<file path="src/rtl/flagen_pkg.sv">
package flagen_pkg;

    // Frame field the current bit belongs to
    typedef enum logic [2:0] {
        ST_IDLE    = 3'd0,
        ST_ALIGN   = 3'd1,
        ST_CTRL    = 3'd2,
        ST_ADDL    = 3'd3,
        ST_PAYLOAD = 3'd4
    } field_e;

    // Payload validity mode
    typedef enum logic [1:0] {
        MODE_STEREO = 2'd0,
        MODE_MONO   = 2'd1,
        MODE_DATA   = 2'd2,
        MODE_OFF    = 2'd3
    } dv_mode_e;

endpackage

</file>
<file path="src/rtl/flagen_field_fsm.sv">
module flagen_field_fsm
    import flagen_pkg::*;
#(
    parameter int FAW_LEN  = 8,
    parameter int CTRL_LEN = 5,
    parameter int ADDL_LEN = 11,
    parameter int PAY_LEN  = 704,
    localparam int HDR_LEN   = FAW_LEN + CTRL_LEN + ADDL_LEN,
    localparam int FRAME_LEN = HDR_LEN + PAY_LEN,
    localparam int POS_W     = $clog2(FRAME_LEN)
) (
    input  logic             clk,
    input  logic             rst_n,
    input  logic             frame_start,
    output field_e           cur_field,
    output logic [POS_W-1:0] cur_pos,
    output logic             cur_odd
);

    localparam logic [POS_W-1:0] ALIGN_LAST = POS_W'(FAW_LEN - 1);
    localparam logic [POS_W-1:0] CTRL_LAST  = POS_W'(FAW_LEN + CTRL_LEN - 1);
    localparam logic [POS_W-1:0] ADDL_LAST  = POS_W'(HDR_LEN - 1);
    localparam logic [POS_W-1:0] FRAME_LAST = POS_W'(FRAME_LEN - 1);

    field_e           field_q, nxt_field;
    logic [POS_W-1:0] pos_q, nxt_pos;
    logic             odd_q, nxt_odd;

    // State register
    always_ff @(posedge clk or negedge rst_n) begin
        if (!rst_n) begin
            field_q <= ST_IDLE;
            pos_q   <= '0;
            odd_q   <= 1'b0;
        end else begin
            field_q <= nxt_field;
            pos_q   <= nxt_pos;
            odd_q   <= nxt_odd;
        end
    end

    // Next state: describes the bit sampled at this edge
    always_comb begin
        nxt_field = field_q;
        nxt_pos   = pos_q + POS_W'(1);
        nxt_odd   = odd_q;
        if (frame_start) begin
            nxt_field = ST_ALIGN;
            nxt_pos   = '0;
            nxt_odd   = 1'b0;
        end else begin
            unique case (field_q)
                ST_IDLE: begin
                    nxt_pos = '0;
                end
                ST_ALIGN: begin
                    if (pos_q == ALIGN_LAST) nxt_field = ST_CTRL;
                end
                ST_CTRL: begin
                    if (pos_q == CTRL_LAST) nxt_field = ST_ADDL;
                end
                ST_ADDL: begin
                    if (pos_q == ADDL_LAST) nxt_field = ST_PAYLOAD;
                end
                ST_PAYLOAD: begin
                    if (pos_q == FRAME_LAST) begin
                        nxt_field = ST_ALIGN;
                        nxt_pos   = '0;
                        nxt_odd   = ~odd_q;
                    end
                end
                default: begin
                    nxt_field = ST_IDLE;
                    nxt_pos   = '0;
                end
            endcase
        end
    end

    assign cur_field = nxt_field;
    assign cur_pos   = nxt_pos;
    assign cur_odd   = nxt_odd;

    AST_POS_BOUND: assert property (@(posedge clk) disable iff (!rst_n)
        pos_q <= FRAME_LAST);

    AST_WRAP_TO_ALIGN: assert property (@(posedge clk) disable iff (!rst_n)
        (field_q == ST_PAYLOAD && pos_q == FRAME_LAST && !frame_start)
        |=> (field_q == ST_ALIGN && pos_q == '0));

    AST_PARITY_FLIP: assert property (@(posedge clk) disable iff (!rst_n)
        (field_q == ST_PAYLOAD && pos_q == FRAME_LAST && !frame_start)
        |=> (odd_q != $past(odd_q)));

    AST_START_EVEN: assert property (@(posedge clk) disable iff (!rst_n)
        frame_start |=> (pos_q == '0 && !odd_q && field_q == ST_ALIGN));

endmodule

</file>
<file path="src/rtl/flagen_dv_decode.sv">
module flagen_dv_decode
    import flagen_pkg::*;
#(
    parameter int HDR_LEN = 24
) (
    input  field_e     field,
    input  logic       pos_lsb,
    input  logic       odd,
    input  logic [1:0] mode,
    input  logic       chan_sel,
    output logic       dv_raw
);

    localparam logic HDR_ODD = (HDR_LEN % 2) == 1;

    logic     slot_lsb;
    dv_mode_e mode_e;

    assign slot_lsb = pos_lsb ^ HDR_ODD;
    assign mode_e   = dv_mode_e'(mode);

    always_comb begin
        dv_raw = 1'b0;
        if (field == ST_PAYLOAD) begin
            unique case (mode_e)
                MODE_STEREO: dv_raw = (slot_lsb == chan_sel);
                MODE_MONO:   dv_raw = (odd == chan_sel);
                MODE_DATA:   dv_raw = 1'b1;
                MODE_OFF:    dv_raw = 1'b0;
                default:     dv_raw = 1'b0;
            endcase
        end
    end

endmodule

</file>
<file path="src/rtl/flagen_out_stage.sv">
module flagen_out_stage
    import flagen_pkg::*;
#(
    parameter int POS_W    = 10,
    parameter int SUB_BITS = 2
) (
    input  logic                clk,
    input  logic                rst_n,
    input  field_e              field,
    input  logic [POS_W-1:0]    pos,
    input  logic                aligned,
    input  logic                dv_raw,
    input  logic                data_in,
    input  logic [SUB_BITS-1:0] ctrl_info,
    output logic                data_out,
    output logic                flag_align_word,
    output logic                flag_cib,
    output logic                flag_addl,
    output logic                flag_valid
);

    logic [SUB_BITS-1:0] sub_hit;
    logic                sub_any;
    logic                sub_bit;

    for (genvar i = 0; i < SUB_BITS; i++) begin : g_sub
        assign sub_hit[i] = aligned && (field == ST_ALIGN) && (pos == POS_W'(i));
    end

    assign sub_any = |sub_hit;
    assign sub_bit = |(sub_hit & ctrl_info);

    // Output register: all results leave on the same edge
    always_ff @(posedge clk or negedge rst_n) begin
        if (!rst_n) begin
            data_out        <= 1'b0;
            flag_align_word <= 1'b0;
            flag_cib        <= 1'b0;
            flag_addl       <= 1'b0;
            flag_valid      <= 1'b0;
        end else begin
            data_out        <= sub_any ? sub_bit : data_in;
            flag_align_word <= aligned && (field == ST_ALIGN);
            flag_cib        <= sub_any;
            flag_addl       <= aligned && (field == ST_ADDL);
            flag_valid      <= aligned && dv_raw;
        end
    end

endmodule

</file>
<file path="src/rtl/frame_flag_gen.sv">
module frame_flag_gen
    import flagen_pkg::*;
#(
    parameter int FAW_LEN  = 8,
    parameter int CTRL_LEN = 5,
    parameter int ADDL_LEN = 11,
    parameter int PAY_LEN  = 704,
    parameter int SUB_BITS = 2
) (
    input  logic                clk,
    input  logic                rst_n,
    input  logic                frame_start,
    input  logic                aligned,
    input  logic [1:0]          mode,
    input  logic                chan_sel,
    input  logic                data_in,
    input  logic [SUB_BITS-1:0] ctrl_info,
    output logic                data_out,
    output logic                flag_align_word,
    output logic                flag_cib,
    output logic                flag_addl,
    output logic                flag_valid
);

    localparam int HDR_LEN   = FAW_LEN + CTRL_LEN + ADDL_LEN;
    localparam int FRAME_LEN = HDR_LEN + PAY_LEN;
    localparam int POS_W     = $clog2(FRAME_LEN);

    field_e           cur_field;
    logic [POS_W-1:0] cur_pos;
    logic             cur_odd;
    logic             dv_raw;

    flagen_field_fsm #(
        .FAW_LEN (FAW_LEN),
        .CTRL_LEN(CTRL_LEN),
        .ADDL_LEN(ADDL_LEN),
        .PAY_LEN (PAY_LEN)
    ) u_fsm (
        .clk        (clk),
        .rst_n      (rst_n),
        .frame_start(frame_start),
        .cur_field  (cur_field),
        .cur_pos    (cur_pos),
        .cur_odd    (cur_odd)
    );

    flagen_dv_decode #(
        .HDR_LEN(HDR_LEN)
    ) u_dv (
        .field   (cur_field),
        .pos_lsb (cur_pos[0]),
        .odd     (cur_odd),
        .mode    (mode),
        .chan_sel(chan_sel),
        .dv_raw  (dv_raw)
    );

    flagen_out_stage #(
        .POS_W   (POS_W),
        .SUB_BITS(SUB_BITS)
    ) u_out (
        .clk            (clk),
        .rst_n          (rst_n),
        .field          (cur_field),
        .pos            (cur_pos),
        .aligned        (aligned),
        .dv_raw         (dv_raw),
        .data_in        (data_in),
        .ctrl_info      (ctrl_info),
        .data_out       (data_out),
        .flag_align_word(flag_align_word),
        .flag_cib       (flag_cib),
        .flag_addl      (flag_addl),
        .flag_valid     (flag_valid)
    );

    AST_FLAGS_QUIET: assert property (@(posedge clk) disable iff (!rst_n)
        !aligned |=> !(flag_align_word || flag_cib || flag_addl || flag_valid));

    AST_CIB_INSIDE_WORD: assert property (@(posedge clk) disable iff (!rst_n)
        flag_cib |-> flag_align_word);

    AST_FIELDS_EXCLUSIVE: assert property (@(posedge clk) disable iff (!rst_n)
        $onehot0({flag_align_word, flag_addl, flag_valid}));

    AST_PASS_THROUGH: assert property (@(posedge clk) disable iff (!rst_n)
        !flag_cib |-> (data_out == $past(data_in)));

endmodule

</file>
<file path="config.mk">
export PLATFORM = sky130hd
export DESIGN_NAME = frame_flag_gen
export DESIGN_NICKNAME = d
export VERILOG_FILES = /design/src/rtl/flagen_pkg.sv /design/src/rtl/flagen_field_fsm.sv /design/src/rtl/flagen_dv_decode.sv /design/src/rtl/flagen_out_stage.sv /design/src/rtl/frame_flag_gen.sv
export SDC_FILE = /design/constraint.sdc
export NUM_CORES = 1
export LEC_CHECK = 0
export ABC_AREA = 1
export BUFFER_PORTS_ARGS = -buffer_cell sky130_fd_sc_hd__buf_2
export CORE_MARGIN = 2
export CORE_UTILIZATION = 23
export CTS_CLUSTER_DIAMETER = 150
export DETAILED_ROUTE_END_ITERATION = 8
export PLACE_DENSITY_LB_ADDON = 0.1
export SKIP_LAST_GASP = 1
export SLEW_MARGIN = 10
export SYNTH_ARGS = -nofsm -noshare
export SYNTH_HDL_FRONTEND = slang
export SYNTH_SLANG_ARGS = --single-unit
</file>
<file path="constraint.sdc">
create_clock -name clk -period 1.6 [get_ports clk]
set_input_delay 0.08 -clock clk [delete_from_list [all_inputs] [get_ports clk]]
set_output_delay 0.08 -clock clk [all_outputs]
set_load 0.03 [all_outputs]
</file>
==> results.tsv <==
metric	value	unit
GRT overflow	0	
core box area	5140	µm²
max-slew violation count	0	
routed wl met2	1.778	mm
outcome	complete, but fails checks	
H-tree levels	1	
Yosys cell types	23	
Starting Density	24.10	%
antenna violations before repair	0	
met3 WL	88	µm
slew at the pin closest to its max-slew limit	0.4727	ns
# IOs	15	
RSZ-0062 raised after global routing	yes	
Final WS setup	-0.2148	ns
CTS clk-pin slew, worst paths	0.08	ns
gpl congestion	0.8526	
ratio of cells with drive above 1 in the final layout	43.29	%
nets	244	
Iter 0 DRT Violations	59	
Post-Place Setup Slack	-0.2603	ns
Startpoint Class	register	
total track usage	12.48	%
Post-route DRC	0	
Finished Core Util	36.98	%
Setup crit end kind	register	
Rows	26	
WL/cell	12.04	µm
pin count of the biggest net entering global routing	20	
Met1 Wirelength	1.672	mm
most frequent cells in the layout	36 x nand2_1, 32 x inv_1, 28 x buf_4, 17 x dfrtp_1, 14 x buf_2	
max_slew headroom	68.49	%
# setup viols final	4	
Top Layer Used	met4	
Layout Skew	0.007400	ns
Tot Pwr	1.041	mW
number of global-route vias before repair	1229	
Avg Inst Size Synth	6.882	µm²
failing checks	negative setup slack	
Root Buffer	clkbuf_8	
CTS buffer count	3	
drt first pass iters	4	
CP max FO	5	
Hold Crit Class	in -> reg	
n_diodes	0	
total wire length	3.623	mm
FF+latch count, synth	19	
vias per cell	4.296	
synth-to-layout area growth	53.43	%
critical path class	reg -> reg	
clock buffer depth	2	
period utilization	113.4	%
Max stage delay cell, worst path	dfrtp_1	
FMAX	551.0	MHz
leakage power	1.001	nW
CTS tree	yes	
Post-DP Area	1584	µm²
first-pass GRT wire length	5.816	mm
I/O Buffers	14	
crit-path max cell delay	0.41	ns
Die Ht	77.39	µm
syn nets	192	
VDD IR max	0.3154	mV
Vias	1293	
DP Wirelength	2.540	mm
cell mode on critical path	nand2_4	
Netlist Area Pre-Place	1239	µm²
Fin. Hold Viols	0	
sequential element share of the synthesized area	38.38	%
minimum clock period	1.815	ns
Worst Path Required	1.75	ns
Syn Inst Count	180	
ANT nets after route	0	
die area	5988	µm²
Max Cap Viol	0	
commonest non-fill, non-tap cell in the layout	nand2_1	
final instance area	1901	µm²
crit path cell chain	ha_4 -> nand2_4 -> nor2_4 -> nand3_2 -> nand2_4 -> nand2_4 -> buf_4 -> nand4_1 -> nor2_2 -> buf_4 -> nand4_1 -> nand3_1	
PwrDens	548.0	nW/µm²
Clock Sinks	19	
final hold slack	0.06609	ns
Ys Warns	0	
die width	77.39	µm
Clock Latency Late Sink	0.26	ns
crit path DAT	1.96	ns
==> repair_timing <==
action	CTS	global route
resized for setup	10	43
pin swaps	6	14
hold buffers	1	0
endpoints found under the setup margin	3	6
endpoints found under the hold margin	19	0
buffers inserted	1	7
cloned	1	0
==> synthesized netlist by cell type, drive strengths merged <==
master	n	area share [%]
nor4	1	0.51
nand3b	1	0.61
buf	2	1.8
nor3	7	3.2
nand3	20	8.5
a21oi	3	1.2
nor2	24	9.9
nand2	51	16
o21ai	5	2.0
ha	2	2.0
inv	36	11
a211oi	1	0.61
nand4	6	3.0
clkinv	1	0.30
dfrtp	19	38
xor2	1	0.71
==> area by class of cell <==
type                       instances  area, µm²
fill                             571       3239
multi-input combinational        123      795.8
clock buffer                       4      45.04
inverter                          37      138.9
timing repair buffer              48      355.3
tap                               70      87.58
sequential                        19      478.0
==> path summary, 6_finish.rpt <==
kind / from / end / slack, ns / depth (start not counted)
worst max-delay path: u_fsm.pos_q[0] / u_out.data_out / -0.21 / 12
worst min-delay path: data_in / u_out.data_out / 0.07 / 3
worst max register to register: u_fsm.pos_q[0] / u_out.data_out / -0.21 / 12
worst min register to register: u_fsm.odd_q / u_fsm.odd_q / 0.62 / 3
max in group asynchronous: rst_n / u_fsm.pos_q[2] / 0.96 / 2
min in group asynchronous: rst_n / u_fsm.pos_q[7] / 0.30 / 2
==> sequential cells by signal (all words and copies together) (netlist names) <==
name,cells
u_out.flag_cib,1
u_out.flag_valid,1
u_out.flag_align_word,1
u_out.flag_addl,1
u_fsm.field_q,3
u_fsm.pos_q,10
u_out.data_out,1
u_fsm.odd_q,1
==> metal layers <==
layer  global-route usage [%]  up-vias
met3                    1.628        8
met1                    16.45      600
li1                         -      663
met4                    6.250        0
met5                        0        -
met2                    20.09       22
==> cells by family (layout without fill, tap and decap cells) <==
kind of cell / Yosys count / after routing / synth area share (%)
flip-flops: 19 / 19 / 38.38
adder cells (fa/ha/maj): 2 / 2 / 2.020
AND/OR/NAND/NOR: 110 / 111 / 42.02
buffers and inverters: 39 / 89 / 13.03
AO/OA/AOI/OAI: 9 / 9 / 3.838
XOR/XNOR: 1 / 1 / 0.7072
==> metrics by stage <==
stage | std cells | setup TNS, ns
after detailed placement | 288 | -0.6020
after global placement | 288 | -0.5814
after CTS | 295 | -0.5264
after floorplan | 180 | -0.1160
final | 301 | -0.5340
after global routing | 301 | -1.241
==> power by group <==
part,switching [mW],leakage (nW),total (mW),internal [mW]
Sequential,0.0145,0.249,0.510,0.496
Clock,0.174,0.0228,0.352,0.178
Combinational,0.109,0.729,0.180,0.0703
Total,0.298,1.00,1.04,0.744
==> critical path: cells and delay by family (launching register included) <==
kind	cells	cell delay [ns]
buffers and inverters	2	0.27
adders and majority gates	1	0.21
DFF	1	0.41
and+or+nand+nor	9	0.80
(Power assumes the default switching activity.)
